$ cat config.mk
export PLATFORM = sky130hd
export DESIGN_NAME = bitfield_unit
export DESIGN_NICKNAME = d
export VERILOG_FILES = /design/src/rtl/bfu_pkg.sv /design/src/rtl/bfu_range_check.sv /design/src/rtl/bfu_mask_gen.sv /design/src/rtl/bfu_field_merge.sv /design/src/rtl/bitfield_unit.sv
export SDC_FILE = /design/constraint.sdc
export NUM_CORES = 1
export LEC_CHECK = 0
export ABC_AREA = 1
export BUFFER_PORTS_ARGS = -buffer_cell sky130_fd_sc_hd__buf_2
export CAP_MARGIN = 20
export CORE_UTILIZATION = 49
export CTS_CLUSTER_SIZE = 25
export DETAILED_ROUTE_END_ITERATION = 10
export PLACE_DENSITY_LB_ADDON = 0.05
export SETUP_SLACK_MARGIN = 0.4
export SYNTH_ARGS = -nofsm -noshare
export SYNTH_HDL_FRONTEND = slang
export SYNTH_SLANG_ARGS = --single-unit
$ cat constraint.sdc
create_clock -name clk -period 4.1 [get_ports clk]
set_input_delay 0.205 -clock clk [delete_from_list [all_inputs] [get_ports clk]]
set_output_delay 0.205 -clock clk [all_outputs]
set_load 0.1 [all_outputs]
$ cat src/rtl/bfu_pkg.sv
package bfu_pkg;

   typedef enum logic {
      BFU_OP_CLEAR  = 1'b0,
      BFU_OP_INSERT = 1'b1
   } bfu_op_e;

   localparam int BFU_MASK_SHIFT   = 0;
   localparam int BFU_MASK_COMPARE = 1;

endpackage

$ cat src/rtl/bfu_range_check.sv
module bfu_range_check #(
   parameter int DATA_W = 32,
   parameter int POS_W  = $clog2(DATA_W),
   parameter int LEN_W  = POS_W + 1
) (
   input  logic [POS_W-1:0] start_pos,
   input  logic [LEN_W-1:0] span,
   output logic             in_range
);
   localparam int SUM_W = LEN_W + 1;
   localparam logic [SUM_W-1:0] LIMIT = SUM_W'(DATA_W);

   logic [SUM_W-1:0] end_excl;

   always_comb begin
      end_excl = SUM_W'(start_pos) + SUM_W'(span);
      in_range = (span != '0) && (end_excl <= LIMIT);
   end
endmodule

$ cat src/rtl/bfu_mask_gen.sv
module bfu_mask_gen
   import bfu_pkg::*;
#(
   parameter int DATA_W     = 32,
   parameter int POS_W      = $clog2(DATA_W),
   parameter int LEN_W      = POS_W + 1,
   parameter int MASK_STYLE = BFU_MASK_SHIFT
) (
   input  logic [POS_W-1:0]  start_pos,
   input  logic [LEN_W-1:0]  span,
   output logic [DATA_W-1:0] mask
);
   localparam int SUM_W = LEN_W + 1;

   generate
      if (MASK_STYLE == BFU_MASK_SHIFT) begin : g_shift
         // A shift count at or above the word width yields zero, so the
         // full-width span inverts to all ones with no wrap.
         logic [DATA_W-1:0] low_ones;
         always_comb begin
            low_ones = ~({DATA_W{1'b1}} << span);
            mask     = low_ones << start_pos;
         end
      end else begin : g_compare
         logic [SUM_W-1:0] lo_bound;
         logic [SUM_W-1:0] hi_bound;
         always_comb begin
            lo_bound = SUM_W'(start_pos);
            hi_bound = SUM_W'(start_pos) + SUM_W'(span);
         end
         for (genvar b = 0; b < DATA_W; b++) begin : g_bit
            localparam logic [SUM_W-1:0] IDX = SUM_W'(b);
            assign mask[b] = (IDX >= lo_bound) && (IDX < hi_bound);
         end
      end
   endgenerate
endmodule

$ cat src/rtl/bfu_field_merge.sv
module bfu_field_merge
   import bfu_pkg::*;
#(
   parameter int DATA_W = 32,
   parameter int POS_W  = $clog2(DATA_W)
) (
   input  bfu_op_e           op,
   input  logic [POS_W-1:0]  start_pos,
   input  logic [DATA_W-1:0] mask,
   input  logic [DATA_W-1:0] dst,
   input  logic [DATA_W-1:0] src,
   output logic [DATA_W-1:0] merged
);
   logic [DATA_W-1:0] aligned;
   logic [DATA_W-1:0] fill;

   always_comb begin
      aligned = src << start_pos;
      fill    = (op == BFU_OP_INSERT) ? (aligned & mask) : '0;
      merged  = (dst & ~mask) | fill;
   end
endmodule

$ cat src/rtl/bitfield_unit.sv
module bitfield_unit
   import bfu_pkg::*;
#(
   parameter int DATA_W     = 32,
   parameter int POS_W      = $clog2(DATA_W),
   parameter int LEN_W      = POS_W + 1,
   parameter int MASK_STYLE = BFU_MASK_SHIFT
) (
   input  logic              clk,
   input  logic              rst,
   input  logic              in_valid,
   input  logic              cond_pass,
   input  logic              op_sel,
   input  logic [POS_W-1:0]  field_lsb,
   input  logic [LEN_W-1:0]  field_len,
   input  logic [DATA_W-1:0] dst_val,
   input  logic [DATA_W-1:0] src_val,
   output logic [DATA_W-1:0] out_data,
   output logic              out_wen,
   output logic              out_illegal
);
   generate
      if (DATA_W < 2 || (DATA_W & (DATA_W - 1)) != 0) begin : g_bad_width
         $error("bitfield_unit: DATA_W must be a power of two");
      end
      if (POS_W != $clog2(DATA_W) || LEN_W != POS_W + 1) begin : g_bad_idx
         $error("bitfield_unit: POS_W/LEN_W inconsistent with DATA_W");
      end
      if (MASK_STYLE != BFU_MASK_SHIFT && MASK_STYLE != BFU_MASK_COMPARE) begin : g_bad_style
         $error("bitfield_unit: unknown MASK_STYLE");
      end
   endgenerate

   bfu_op_e           op;
   logic              legal;
   logic              commit;
   logic [DATA_W-1:0] field_mask;
   logic [DATA_W-1:0] merged;

   assign op = bfu_op_e'(op_sel);

   bfu_range_check #(.DATA_W(DATA_W), .POS_W(POS_W), .LEN_W(LEN_W)) u_range (
      .start_pos (field_lsb),
      .span      (field_len),
      .in_range  (legal)
   );

   bfu_mask_gen #(.DATA_W(DATA_W), .POS_W(POS_W), .LEN_W(LEN_W),
                  .MASK_STYLE(MASK_STYLE)) u_mask (
      .start_pos (field_lsb),
      .span      (field_len),
      .mask      (field_mask)
   );

   bfu_field_merge #(.DATA_W(DATA_W), .POS_W(POS_W)) u_merge (
      .op        (op),
      .start_pos (field_lsb),
      .mask      (field_mask),
      .dst       (dst_val),
      .src       (src_val),
      .merged    (merged)
   );

   assign commit = legal && cond_pass;

   always_ff @(posedge clk) begin
      if (rst) begin
         out_data    <= '0;
         out_wen     <= 1'b0;
         out_illegal <= 1'b0;
      end else if (in_valid) begin
         out_data    <= commit ? merged : dst_val;
         out_wen     <= commit;
         out_illegal <= !legal;
      end else begin
         out_wen     <= 1'b0;
         out_illegal <= 1'b0;
      end
   end

   AST_MASK_WIDTH: assert property (@(posedge clk) disable iff (rst)
      (in_valid && legal) |-> ($countones(field_mask) == int'(field_len)));

   AST_OUTSIDE_KEPT: assert property (@(posedge clk) disable iff (rst)
      (in_valid && legal) |=> ((out_data & ~$past(field_mask)) == ($past(dst_val) & ~$past(field_mask))));

   AST_FULL_WORD: assert property (@(posedge clk) disable iff (rst)
      (in_valid && cond_pass && field_lsb == '0 && field_len == LEN_W'(DATA_W)) |=> (out_wen && !out_illegal));

   AST_ZERO_LEN: assert property (@(posedge clk) disable iff (rst)
      (in_valid && field_len == '0) |=> (out_illegal && !out_wen && out_data == $past(dst_val)));

   AST_COND_BLOCKS: assert property (@(posedge clk) disable iff (rst)
      (in_valid && !cond_pass) |=> (!out_wen && out_data == $past(dst_val)));

   AST_IDLE_QUIET: assert property (@(posedge clk) disable iff (rst)
      !in_valid |=> (!out_wen && !out_illegal && $stable(out_data)));
endmodule

==> results list, run 1 <==
- Critical path start-end classification: in2reg
- The H-tree was split into 2 levels.
- After clock tree synthesis, the clock-pin slew on the worst setup and hold paths is 0.05 ns.
- For this run, the detailed router's first-pass iteration total came to 8.
- STA puts the critical path data required time at 4.28 ns.
* Static leakage power: 3.23 nW
* Register bit total from synthesis: 34
- Derived from the worst setup path, the maximum achievable clock frequency is 377 MHz.
- During synthesis, Yosys emitted a total of 0 warnings.
- The layout has 1281 filler cells.
- Status: complete, no violations
- Maximum fanout along the worst path: 32
- Met3 routing resource usage after global routing: 0.0610
- Initial antenna violation count: 0
- Of the total synthesized cell area, the portion taken by full adders, half adders and majority gates is 0.0147.
- Complex-gate fraction of the synthesized area: 0.118
- Max-cap violations in this run came to 0.
- Leaving out fill and tap cells, the most frequent cells in the layout are sky130_fd_sc_hd__nand2_1, sky130_fd_sc_hd__nand3_1, sky130_fd_sc_hd__buf_2.
- Post_cts resized: 0
- Share of the yosys chip area belonging to registers: 0.122
* Setup slack at placement: 1.28 ns
- Final hold violation count: 0
- For this block, the initial DRC count from the detailed router was 771.
- In this run the vertical extent of the chip is 109 um.
- Busiest layer in global routing: met2
- Area share of and/or/nand/nor cells after synthesis: 0.631
- Post-detail-place hpwl: 15.1 mm
- Number of input and output port buffers inserted: 113
- Met2 track demand over resource in global routing: 0.557
- Counting tap cells, the placed design contains a total of 1278 instances.
- The die covers 11900 um^2.
* Area overhead of the layout relative to synthesis: 10.1%
- Main combinational cell family by area after synthesis: simple AND/OR/NAND/NOR gates
- Total global-route track usage: 0.347
- Standard-cell rows: 38
- Across the VDD grid, the largest voltage drop is 297 uV.
- Clock tree root buffer cell: sky130_fd_sc_hd__clkbuf_16
* Setup repair after global routing missed its margin: no
- Leaving out fill and tap cells, the most frequent cell in the layout is sky130_fd_sc_hd__nand2_1.
- Final hold analysis gives a worst-case slack of 0.165 ns.
- For this run the aggregate overflow at the end of global routing stands at 0.
* Clk sinks: 34
- Dividing the detail-routed via count by the number of cells gives 5.90.
- Setup slack on the critical path of the routed design comes to 1.45 ns.
- Total negative slack for setup checks: 0 ns
* Worst reg-to-reg setup slack: 3.39 ns
- Routed length per instance: 15.7 um
- Of the available clock period, the critical path in the final layout requires 0.646.
- Buffers inserted during clock tree synthesis total 5.
- Max Transition Viols Final: 0
* Number of cells produced by synthesis: 1095
- DR vias: 7590
* Clk_lat worst skew: 0.28 ns
- Final RePlAce weighted congestion: 1.02
- Number of buffers on the longest clock path: 2
* Hold crit path type: in2reg
- Synthesis instantiated 40 different standard cells from the library.
* CP startpoint kind: primary input
- For this run, the share of the core covered by cells in the final layout is 0.562.
- Starting utilization of the core area: 0.510
- In this run the cell area of the synthesized design comes to 5600 um^2.
* Pin count of the biggest net entering global routing: 71
- Of the total synthesized cell area, the portion taken by XOR and XNOR cells is 0.00156.
- Share of cell area taken by muxes after synthesis: 0
* Filler-free cell count of the finished design: 1286
- From left edge to right edge, the die measures 109 um.
* Pin slew with the least headroom to its limit: 1.07 ns
- The first global-routing pass estimated 32.5 mm of wire.
- Relative slew margins: 0.289
- Post-CTS timing repair inserted 0 buffers for setup.
* Layout cell share with drive strength beyond 1: 0.131
* Post-Layout Inst Area: 6170 um^2
- TritonCTS built the clock tree.
* Total cell area at the placement stage: 6020 um^2
- Averaged over all synthesized cells, the footprint is 5.11 um^2.
* Critical Path Sink Type: flip-flop
- Cell Pwr Density: 257 nW/um^2
- In this run the standard cell core region covers 11000 um^2.
- Met1 usage in global routing: 0.462
* CTS hold repair buffers: 0
* Arrival @ worst endpoint: 2.83 ns
- Summed over all layers, the routed wires come to 20.2 mm.
- During I/O placement, the number of pins put on the boundary was 114.
* DRC errors left: 0
* Number of global-route vias before repair: 6637
- Final nets: 1231
- The worst path in the final design needs a cycle of 2.65 ns, including I/O delays and setup.
* Number of nets in the synthesized netlist: 1181
- Number of nets with antenna violations after routing: 0
- Setup-violating endpoint count in the final report: 0
* Post-Route Skew: 0 ns
- The repair_antennas step left the layout with diodes totalling 0.
- Overall power consumption after layout is estimated at 1.59 mW.
==> routing by layer <==
layer	vias up	share of wire
met3	65	0.084
li1	3792	-
met2	352	0.45
met4	0	0.039
met1	3381	0.43
met5	-	0
==> worst max-delay path: stages <==
cell and delay [ns]:
sky130_fd_sc_hd__buf_2 0.41, sky130_fd_sc_hd__ha_1 0.37, sky130_fd_sc_hd__a21oi_1 0.18, sky130_fd_sc_hd__nand2_1 0.07
sky130_fd_sc_hd__nand2_1 0.07, sky130_fd_sc_hd__nand2_1 0.06, sky130_fd_sc_hd__a21boi_2 0.15, sky130_fd_sc_hd__nand3_2 0.17
sky130_fd_sc_hd__inv_2 0.43, sky130_fd_sc_hd__nand2_2 0.20, sky130_fd_sc_hd__o21ai_0 0.27, sky130_fd_sc_hd__nand3_1 0.11
sky130_fd_sc_hd__nand2_1 0.09, sky130_fd_sc_hd__inv_1 0.04
==> cells in the mapped netlist <==
library cell,count,share of area
sky130_fd_sc_hd__nand2_4,1,0.0020
sky130_fd_sc_hd__o31ai_1,1,0.0013
sky130_fd_sc_hd__nand2_2,4,0.0045
sky130_fd_sc_hd__nand3_2,1,0.0018
sky130_fd_sc_hd__nor4_1,1,0.0011
sky130_fd_sc_hd__nor2_1,51,0.034
sky130_fd_sc_hd__xor2_1,1,0.0016
sky130_fd_sc_hd__buf_1,19,0.013
sky130_fd_sc_hd__and2_1,3,0.0034
sky130_fd_sc_hd__nand4_1,21,0.023
sky130_fd_sc_hd__a21boi_2,1,0.0020
sky130_fd_sc_hd__fa_1,1,0.0036
sky130_fd_sc_hd__nand3b_1,2,0.0027
sky130_fd_sc_hd__buf_6,6,0.012
sky130_fd_sc_hd__nor2_4,2,0.0040
sky130_fd_sc_hd__a31oi_1,2,0.0022
sky130_fd_sc_hd__a21oi_1,36,0.032
sky130_fd_sc_hd__o21ai_1,11,0.0098
sky130_fd_sc_hd__nand3_1,325,0.29
sky130_fd_sc_hd__dfxtp_1,34,0.12
sky130_fd_sc_hd__nand2_1,371,0.25
sky130_fd_sc_hd__nor3_1,6,0.0054
sky130_fd_sc_hd__o21bai_1,1,0.0013
sky130_fd_sc_hd__buf_2,19,0.017
sky130_fd_sc_hd__buf_4,6,0.0080
sky130_fd_sc_hd__a211oi_1,1,0.0013
sky130_fd_sc_hd__nor2_8,1,0.0036
sky130_fd_sc_hd__inv_1,57,0.038
sky130_fd_sc_hd__o21ai_0,35,0.031
sky130_fd_sc_hd__or2_1,1,0.0011
sky130_fd_sc_hd__ha_1,5,0.011
sky130_fd_sc_hd__o2111ai_1,1,0.0016
sky130_fd_sc_hd__a21o_1,3,0.0040
sky130_fd_sc_hd__or2_2,1,0.0011
sky130_fd_sc_hd__a21boi_1,1,0.0013
sky130_fd_sc_hd__inv_2,7,0.0047
sky130_fd_sc_hd__o211ai_1,22,0.029
sky130_fd_sc_hd__nor2_2,3,0.0034
sky130_fd_sc_hd__clkbuf_1,29,0.019
sky130_fd_sc_hd__clkinv_1,2,0.0013
==> where the power goes <==
part           leakage (nW)  internal, mW  switching (mW)
Clock                0.0739         0.241           0.136
Combinational          2.88         0.219           0.627
Sequential            0.282         0.355          0.0107
Total                  3.23         0.814           0.774
==> cell families (layout without fill, tap and decap cells) <==
logic type | count (synthesis) | in the layout
buf+inv | 145 | 196
xor+xnor | 1 | 1
simple gates | 794 | 794
compound gates | 115 | 115
fa+ha+maj | 6 | 6
flops | 34 | 34
==> path summary, 6_finish.rpt <==
check / depth (start not counted) / startpoint / endpoint
hold / removal: 3 / dst_val[12] / out_data[12]
setup / recovery: 14 / field_lsb[3] / out_data[3]
setup reg to reg: 4 / out_data[3] / out_data[3]
hold reg to reg: 2 / out_data[10] / out_data[10]
==> cell type report <==
class / instances / area, um^2 / share of cell area
sequential: 34 / 681 / 0.110
timing repair buffer: 122 / 633 / 0.103
clock inverter: 1 / 5.00 / 0.000811
inverter: 66 / 248 / 0.0402
clock buffer: 7 / 143 / 0.0231
tap: 140 / 175 / 0.0284
multi-input combinational: 916 / 4280 / 0.695
==> state kept, by name, indices dropped and copies added, names as in the netlist <==
name and count:
out_illegal 1, out_wen 1, out_data 32
Power figures use the tool's default switching activity.
==> run 2: changes to the inputs <==
==> constraint.sdc (replaced) <==
create_clock -name clk -period 2.21 [get_ports clk]
set_input_delay 0.1105 -clock clk [delete_from_list [all_inputs] [get_ports clk]]
set_output_delay 0.1105 -clock clk [all_outputs]
set_load 0.1 [all_outputs]
==> run 2 against run 1 <==
Effect of this change:
- global-route usage increased by 0.82 points
- critical endpoint is now out_data[22]
- largest cell class unchanged
- wire length rose by 4.0%
- register-to-register slack worse by 1.9 ns
- utilization up 5.4 points
- clock-buffer cell count is 2 lower
==> results list, run 2 (synthesis results as in run 1) <==
- Status: complete, no violations
- Post-Route Skew: 0 ns
- Counting along the longest clock path gives a buffer depth of 2.
- Fin crit period: 1.91 ns
- Global-route wire length before repair: 33.2 mm
- Total global-route track usage: 0.355
- Highest achievable clock rate: 523 MHz
- Vias per cell: 5.85
- Required time at the worst-slack endpoint: 2.39 ns
* Post-Layout Inst Area: 6760 um^2
- The worst register-to-register path begins at out_data[20].
- 114 I/O pins were placed.
- The cell sitting at the root of the clock tree is a sky130_fd_sc_hd__clkbuf_16.
- Worst setup path startpoint: field_lsb[2]
- Number of nets with antenna violations after routing: 0
- The critical path in this run is classified as in2reg.
- The H-tree was split into 2 levels.
* Clock-pin slew on the worst setup and hold paths: 0.05 ns
- Worst setup endpoint: out_data[22]
- Cell Pwr Density: 456 nW/um^2
- The count of pins over their slew limit came to 0.
* Total cell area at the placement stage: 6490 um^2
* Count of cells along the worst register-to-register path: 4
- Entering global routing, the biggest net connects 71 pins.
* Core occupancy in the finished layout: 0.615
- Total length of routed wires: 21.0 mm
- The register with the most flip-flops in the layout has 32 of them.
- The final route contains 7780 vias.
- Clk sinks: 34
- Comb pwr share: 0.562
* Count of fill cells added during filler insertion: 1214
* Number of diodes added for antenna fixing: 0
- Worst reg-to-reg setup slack: 1.51 ns
- Relative slew margins: 0.441
* Maximum fanout along the worst path: 70
- Before antenna repair, the detailed router went through 8 iterations.
* Clock power frac: 0.218
* Final nets: 1277
- After detailed routing, the average wire length per cell comes to 15.8 um.
- Buffers placed on the I/O ports in this run total 113.
* Arrival @ worst endpoint: 2.09 ns
* Number of global-route vias before repair: 6839
- Of the total power, the share spent switching nets is 0.488.
- Total core area: 11000 um^2
- Standard-cell rows: 38
* Number of maximum-capacitance violations: 0
* Clock tree from TritonCTS: done
- Leading cell type in the layout, fill and taps excluded: sky130_fd_sc_hd__nand2_1
* Commonest non-fill, non-tap cells in the layout: sky130_fd_sc_hd__nand2_1, sky130_fd_sc_hd__nand3_1, sky130_fd_sc_hd__buf_2
- The congestion estimate from routability-driven global placement came to 0.972.
- Internal power comes to 1.58 mW.
* Clk_lat worst skew: 0.28 ns
* Filler-free cell count of the finished design: 1331
- The worst hold path was traced through 3 stages.
- In the final layout, the registers with the most flip-flops are out_data x32, out_illegal x1, out_wen x1.
* Setup repair after global routing missed its margin: yes
- Net switching component of the power: 1.50 mW
- The wire-length estimate of the detail-placed layout is 16.0 mm.
- The number of clock buffers added by TritonCTS is 5.
- Hold crit path type: in2reg
* CP startpoint kind: primary input
- Setup slack on the critical path of the routed design comes to 0.297 ns.
- Largest register by flop count: out_data
- The floorplan step defined a die boundary enclosing 11900 um^2.
- DRC errors left: 0
- Of the cells placed in the final design, the portion with a size suffix greater than 1 is 0.181.
- Dpl cells: 1320
* Area overhead of the layout relative to synthesis: 20.7%
* Vertical die dimension: 109 um
* Max rail drop VDD: 400 uV
* Setup-violating endpoint count in the final report: 0
- The number of antenna violations at the first check in global routing is 0.
* X dimension of the die: 109 um
* Seq pwr share: 0.220
- The worst register-to-register path ends at out_data[20].
- Static leakage power: 3.51 nW
* Setup slack at placement: -0.0840 ns
* Final critical-path share of the clock period: 0.866
* Total congestion overflow after global routing: 0
- The count of final hold-check violations came to 0.
* Starting utilization of the core area: 0.510
* Pin slew with the least headroom to its limit: 0.838 ns
* Critical Path Sink Type: flip-flop
- DRC violation total after the first TritonRoute iteration: 795
run 2: area by class of cell:
type / count / area, um^2 / share of cell area
Tap cell: 140 / 175 / 0.0259
Sequential cell: 34 / 681 / 0.101
Clock inverter: 2 / 10.0 / 0.00148
Multi-Input combinational cell: 916 / 4400 / 0.651
Inverter: 66 / 250 / 0.0370
Timing Repair Buffer: 168 / 1120 / 0.165
Clock buffer: 5 / 125 / 0.0185
run 2: through the flow:
stage	TNS [ns]	power, mW	hold WS, ns
floorplan	0	1.90	0.254
finish	0	3.08	0.0893
detailed placement	-0.726	2.35	0.378
global placement	-0.0476	2.35	0.362
CTS	0	3.05	0.0952
global route	0	3.27	0.116
run 2: power groups by stage:
stage	combinational (mW)	sequential, mW	clock [mW]
4_1_cts	1.70	0.679	0.675
2_1_floorplan	0.893	1.01	0
6_report	1.73	0.679	0.673
5_1_grt	1.88	0.685	0.698
3_3_place_gp	1.66	0.691	0
3_5_place_dp	1.66	0.691	0
run 2: layer usage:
layer	up-vias	global-route usage	share of wire
met5	-	0	0
met4	0	0.115	0.033
met3	54	0.0616	0.099
met2	378	0.587	0.45
met1	3461	0.465	0.42
li1	3887	-	-
run 2: worst min path at each step:
stage           startpoint      endpoint  slack (ns)
2_1_floorplan  dst_val[12]  out_data[12]        0.25
3_3_place_gp   dst_val[12]  out_data[12]        0.36
3_5_place_dp   dst_val[12]  out_data[12]        0.38
4_1_cts         dst_val[6]   out_data[6]         0.1
5_1_grt        dst_val[12]  out_data[12]        0.12
6_report       dst_val[12]  out_data[12]        0.09
run 2: repair_timing:
| action | in CTS | in global routing |
|---|---|---|
| endpoints found under the setup margin | 32 | 32 |
| hold buffers | 0 | 0 |
| gates resized for setup | 19 | 6 |
| pin swaps | 20 | 7 |
| setup buffers | 3 | 1 |
run 2: worst max-delay path, stage by stage:
cell	delay, ns
sky130_fd_sc_hd__buf_2	0.12
sky130_fd_sc_hd__buf_12	0.27
sky130_fd_sc_hd__clkinv_1	0.18
sky130_fd_sc_hd__buf_12	0.21
sky130_fd_sc_hd__nand3_1	0.15
sky130_fd_sc_hd__nand2_1	0.06
sky130_fd_sc_hd__nand2_1	0.07
sky130_fd_sc_hd__nor2_1	0.04
sky130_fd_sc_hd__a31oi_1	0.40
sky130_fd_sc_hd__nor2_1	0.10
sky130_fd_sc_hd__nand2_1	0.09
sky130_fd_sc_hd__nand3_1	0.08
sky130_fd_sc_hd__nand2_1	0.08
sky130_fd_sc_hd__inv_1	0.03
==> run 3: changes to the inputs <==
--- a/config.mk
+++ b/config.mk
@@ -8,7 +8,8 @@
 export ABC_AREA = 1
 export BUFFER_PORTS_ARGS = -buffer_cell sky130_fd_sc_hd__buf_2
 export CAP_MARGIN = 20
-export CORE_UTILIZATION = 49
+export CORE_ASPECT_RATIO = 0.8
+export CORE_UTILIZATION = 50
 export CTS_CLUSTER_SIZE = 25
 export DETAILED_ROUTE_END_ITERATION = 10
 export PLACE_DENSITY_LB_ADDON = 0.05
==> run 3 against run 2 <==
Effect of this change:
- die area fell by 1.9%
- utilization increased by 0.99 points
- register-to-register slack gained 0.02 ns
- final area rose by 0.76%
- setup slack improved by 0.075 ns
- clock power grew 8.2%
- first-iteration DRC count up 18%
- critical path type unchanged
- combinational power barely moved
- critical endpoint is now out_data[17]
- sequential share of layout area shrank 0.076 points
- clock-buffer cell count up 1
- total power is 2.1% higher
==> results list, run 3 (synthesis results as in run 1) <==
- VDD sags by at most 337 uV.
- The flow ran to the end, and the final reports show no timing, DRC or antenna violations.
- In the final routed layout, each cell accounts on average for 16.0 um.
* Highest metal layer used by the detailed router: met4
- TritonCTS built the clock tree.
* Total cell area at the placement stage: 6450 um^2
* FF+latch area: 681 um^2
- The clock passes through at most 2 buffers.
- DR vias: 7866
- The total overflow left after global routing is 0.
- Of all nets on the critical path, the largest fanout is 4.
* Clock tree root buffer cell: sky130_fd_sc_hd__clkbuf_16
* Number of diodes added for antenna fixing: 0
- Power spread over the standard cell area amounts to 463 nW/um^2.
* Net switching component of the power: 1.53 mW
- The via count of the first global-routing pass came to 6935.
- Setup violations remaining at the end of the flow were counted as 0.
- Entering global routing, the biggest net connects 71 pins.
- Largest stage delay on the critical path: 0.36 ns
- After detailed routing, the met2 layer carries 8.94 mm of wire.
- After detailed routing, the wire length on met1 is 9.59 mm.
- Clock-pin slew was measured on the worst setup and hold paths at 0.06 ns.
- During I/O placement, the number of pins put on the boundary was 114.
- Final critical-path share of the clock period: 0.832
- The HPWL after detailed placement is 15.7 mm.
- Filler-free cell count of the finished design: 1327
- The final layout contains 1268 nets.
- Arrival @ worst endpoint: 2.07 ns
- The share of total power dissipated in combinational logic is 0.553.
- Number of nets with antenna violations after routing: 0
* Largest register by flop count: out_data
- The congestion estimate from routability-driven global placement came to 1.00.
- Number of flip-flops under the largest register name: 32
- DR pass1 iterations: 5
* Cell Int Power: 1.62 mW
- For the pin with the worst max-slew slack, the measured transition is 0.821 ns.
- Total core area: 10900 um^2
* Clock power frac: 0.231
- Leading cell type in the layout, fill and taps excluded: sky130_fd_sc_hd__nand2_1
- Final-layout worst hold slack: 0.0748 ns
- The number of antenna violations at the first check in global routing was 0.
* Clk sinks: 34
* Critical path's top delay family: simple AND/OR/NAND/NOR gates
- The initial utilization of the core area, before any placement, comes to 0.514.
- For this run, the total global-route usage over all layers was measured as 0.365.
- Among all stages on the critical path, the largest delay is contributed by sky130_fd_sc_hd__fa_2.
- The tool flagged a number of max-cap violations equal to 0.
- The min-delay analysis places its worst path in the category in2reg.
- Highest achievable clock rate: 544 MHz
* Seq pwr share: 0.215
* Critical path start-end classification: in2reg
- Count of fill cells added during filler insertion: 1157
* Total length of routed wires: 21.3 mm
- The floorplan step set the die width to 120 um.
- Standard-cell rows: 34
* DRC violation total after the first TritonRoute iteration: 937
- Setup repair after global routing could not meet its margin everywhere.
- Detailed routing placed a total of 2.26 mm of wire on met3.
- Static leakage power: 3.51 nW
- At the later pin of the worst-skew pair, clock insertion delay measures 0.28 ns.
- Max Transition Viols Final: 0
* Fin crit period: 1.84 ns
- Post-Layout Inst Area: 6810 um^2
- Dpl cells: 1316
- Core occupancy in the finished layout: 0.625
- The worst setup path is launched from a primary input.
- Final hold violation count: 0
- Cells traversed along the worst timing path: buf_8, ha_4, fa_2, xor2_1, nor3_2, nand3_1, nand2_2, nand3_4, buf_6, nor2_4, buf_6, nand4_1, nand3_1, nand2_1, inv_1
- After detailed routing, the number of vias per cell comes to 5.93.
- The largest registers in the layout are out_data x32, out_illegal x1, out_wen x1.
- Global-route wire length before repair: 34.5 mm
* Total negative slack for setup checks: 0 ns
- Of the cells placed in the final design, the portion with a size suffix greater than 1 is 0.180.
- TritonCTS Buffers: 5
- CP bufs+invs: 4
* Area overhead of the layout relative to synthesis: 21.6%
* Relative slew margins: 0.452
- During placement, the flow inserted port buffers numbering 113.
- For this run, design rule violations remaining after detail routing come to 0.
- STA classifies the critical path endpoint as a flip-flop.
- H-tree levels: 2
* Die Outline Area: 11600 um^2
* Post-Route Skew: 0 ns
- The die is 96.7 um tall.
* Multi-input gate area in the final layout: 4440 um^2
- Commonest non-fill, non-tap cells in the layout: sky130_fd_sc_hd__nand2_1, sky130_fd_sc_hd__nand3_1, sky130_fd_sc_hd__buf_2
* Proportion of total power due to net switching: 0.486
- Required time at the worst-slack endpoint: 2.44 ns
* CTS hold repair buffers: 0
run 3: cell types whose count changed in the layout (fill, tap and decap cells not counted), sizes merged:
cell / delta
buf: -12
clkbuf: +4
clkinv: -1
clkinvlp: +1
run 3: power by group through the flow:
stage	Sequential [mW]	Clock [mW]	Combinational [mW]
after detailed placement	0.691	0	1.64
after floorplan	1.01	0	0.893
after global placement	0.691	0	1.63
final	0.679	0.728	1.74
after CTS	0.678	0.731	1.67
after global routing	0.683	0.765	1.90
run 3: metal layers:
metal | global-route usage | up-vias
met5 | 0 | -
met4 | 0.0807 | 0
met2 | 0.541 | 437
li1 | - | 3868
met3 | 0.0749 | 45
met1 | 0.536 | 3516
run 3: worst reg2reg max path: cells and delay by family, from the launching register on:
family	cells	cell delay, ns
buffers and inverters	1	0.04
AND/OR/NAND/NOR	3	0.24
flip-flops	1	0.31
run 3: path summary, 6_finish.rpt:
| check | start | endpoint | slack, ns | cells after the start |
|---|---|---|---|---|
| max | field_len[0] | out_data[17] | 0.37 | 15 |
| min | dst_val[12] | out_data[12] | 0.07 | 3 |
| max reg2reg | out_data[3] | out_data[3] | 1.53 | 4 |
| min reg2reg | out_data[0] | out_data[0] | 0.47 | 2 |
run 3: metrics by stage:
step	total power, mW	setup slack [ns]
floorplan	1.90	0.308
global placement	2.32	-0.0165
detailed placement	2.33	-0.0660
CTS	3.07	0.370
global route	3.35	0.245
finish	3.15	0.372
run 3: repair_timing:
action,4_1_cts,5_1_grt
cloned,0,2
buffers inserted,0,1
pin swaps,15,8
gates resized for setup,17,24
endpoints found under the setup margin,31,32
run 3: layout make-up:
cell class / count / share of cell area
clock buffers: 6 / 0.0204
clock inverters: 2 / 0.00184
flip-flops and latches: 34 / 0.100
multi-input cells: 916 / 0.652
repair buffers: 159 / 0.162
inverters: 66 / 0.0371
well taps: 144 / 0.0265
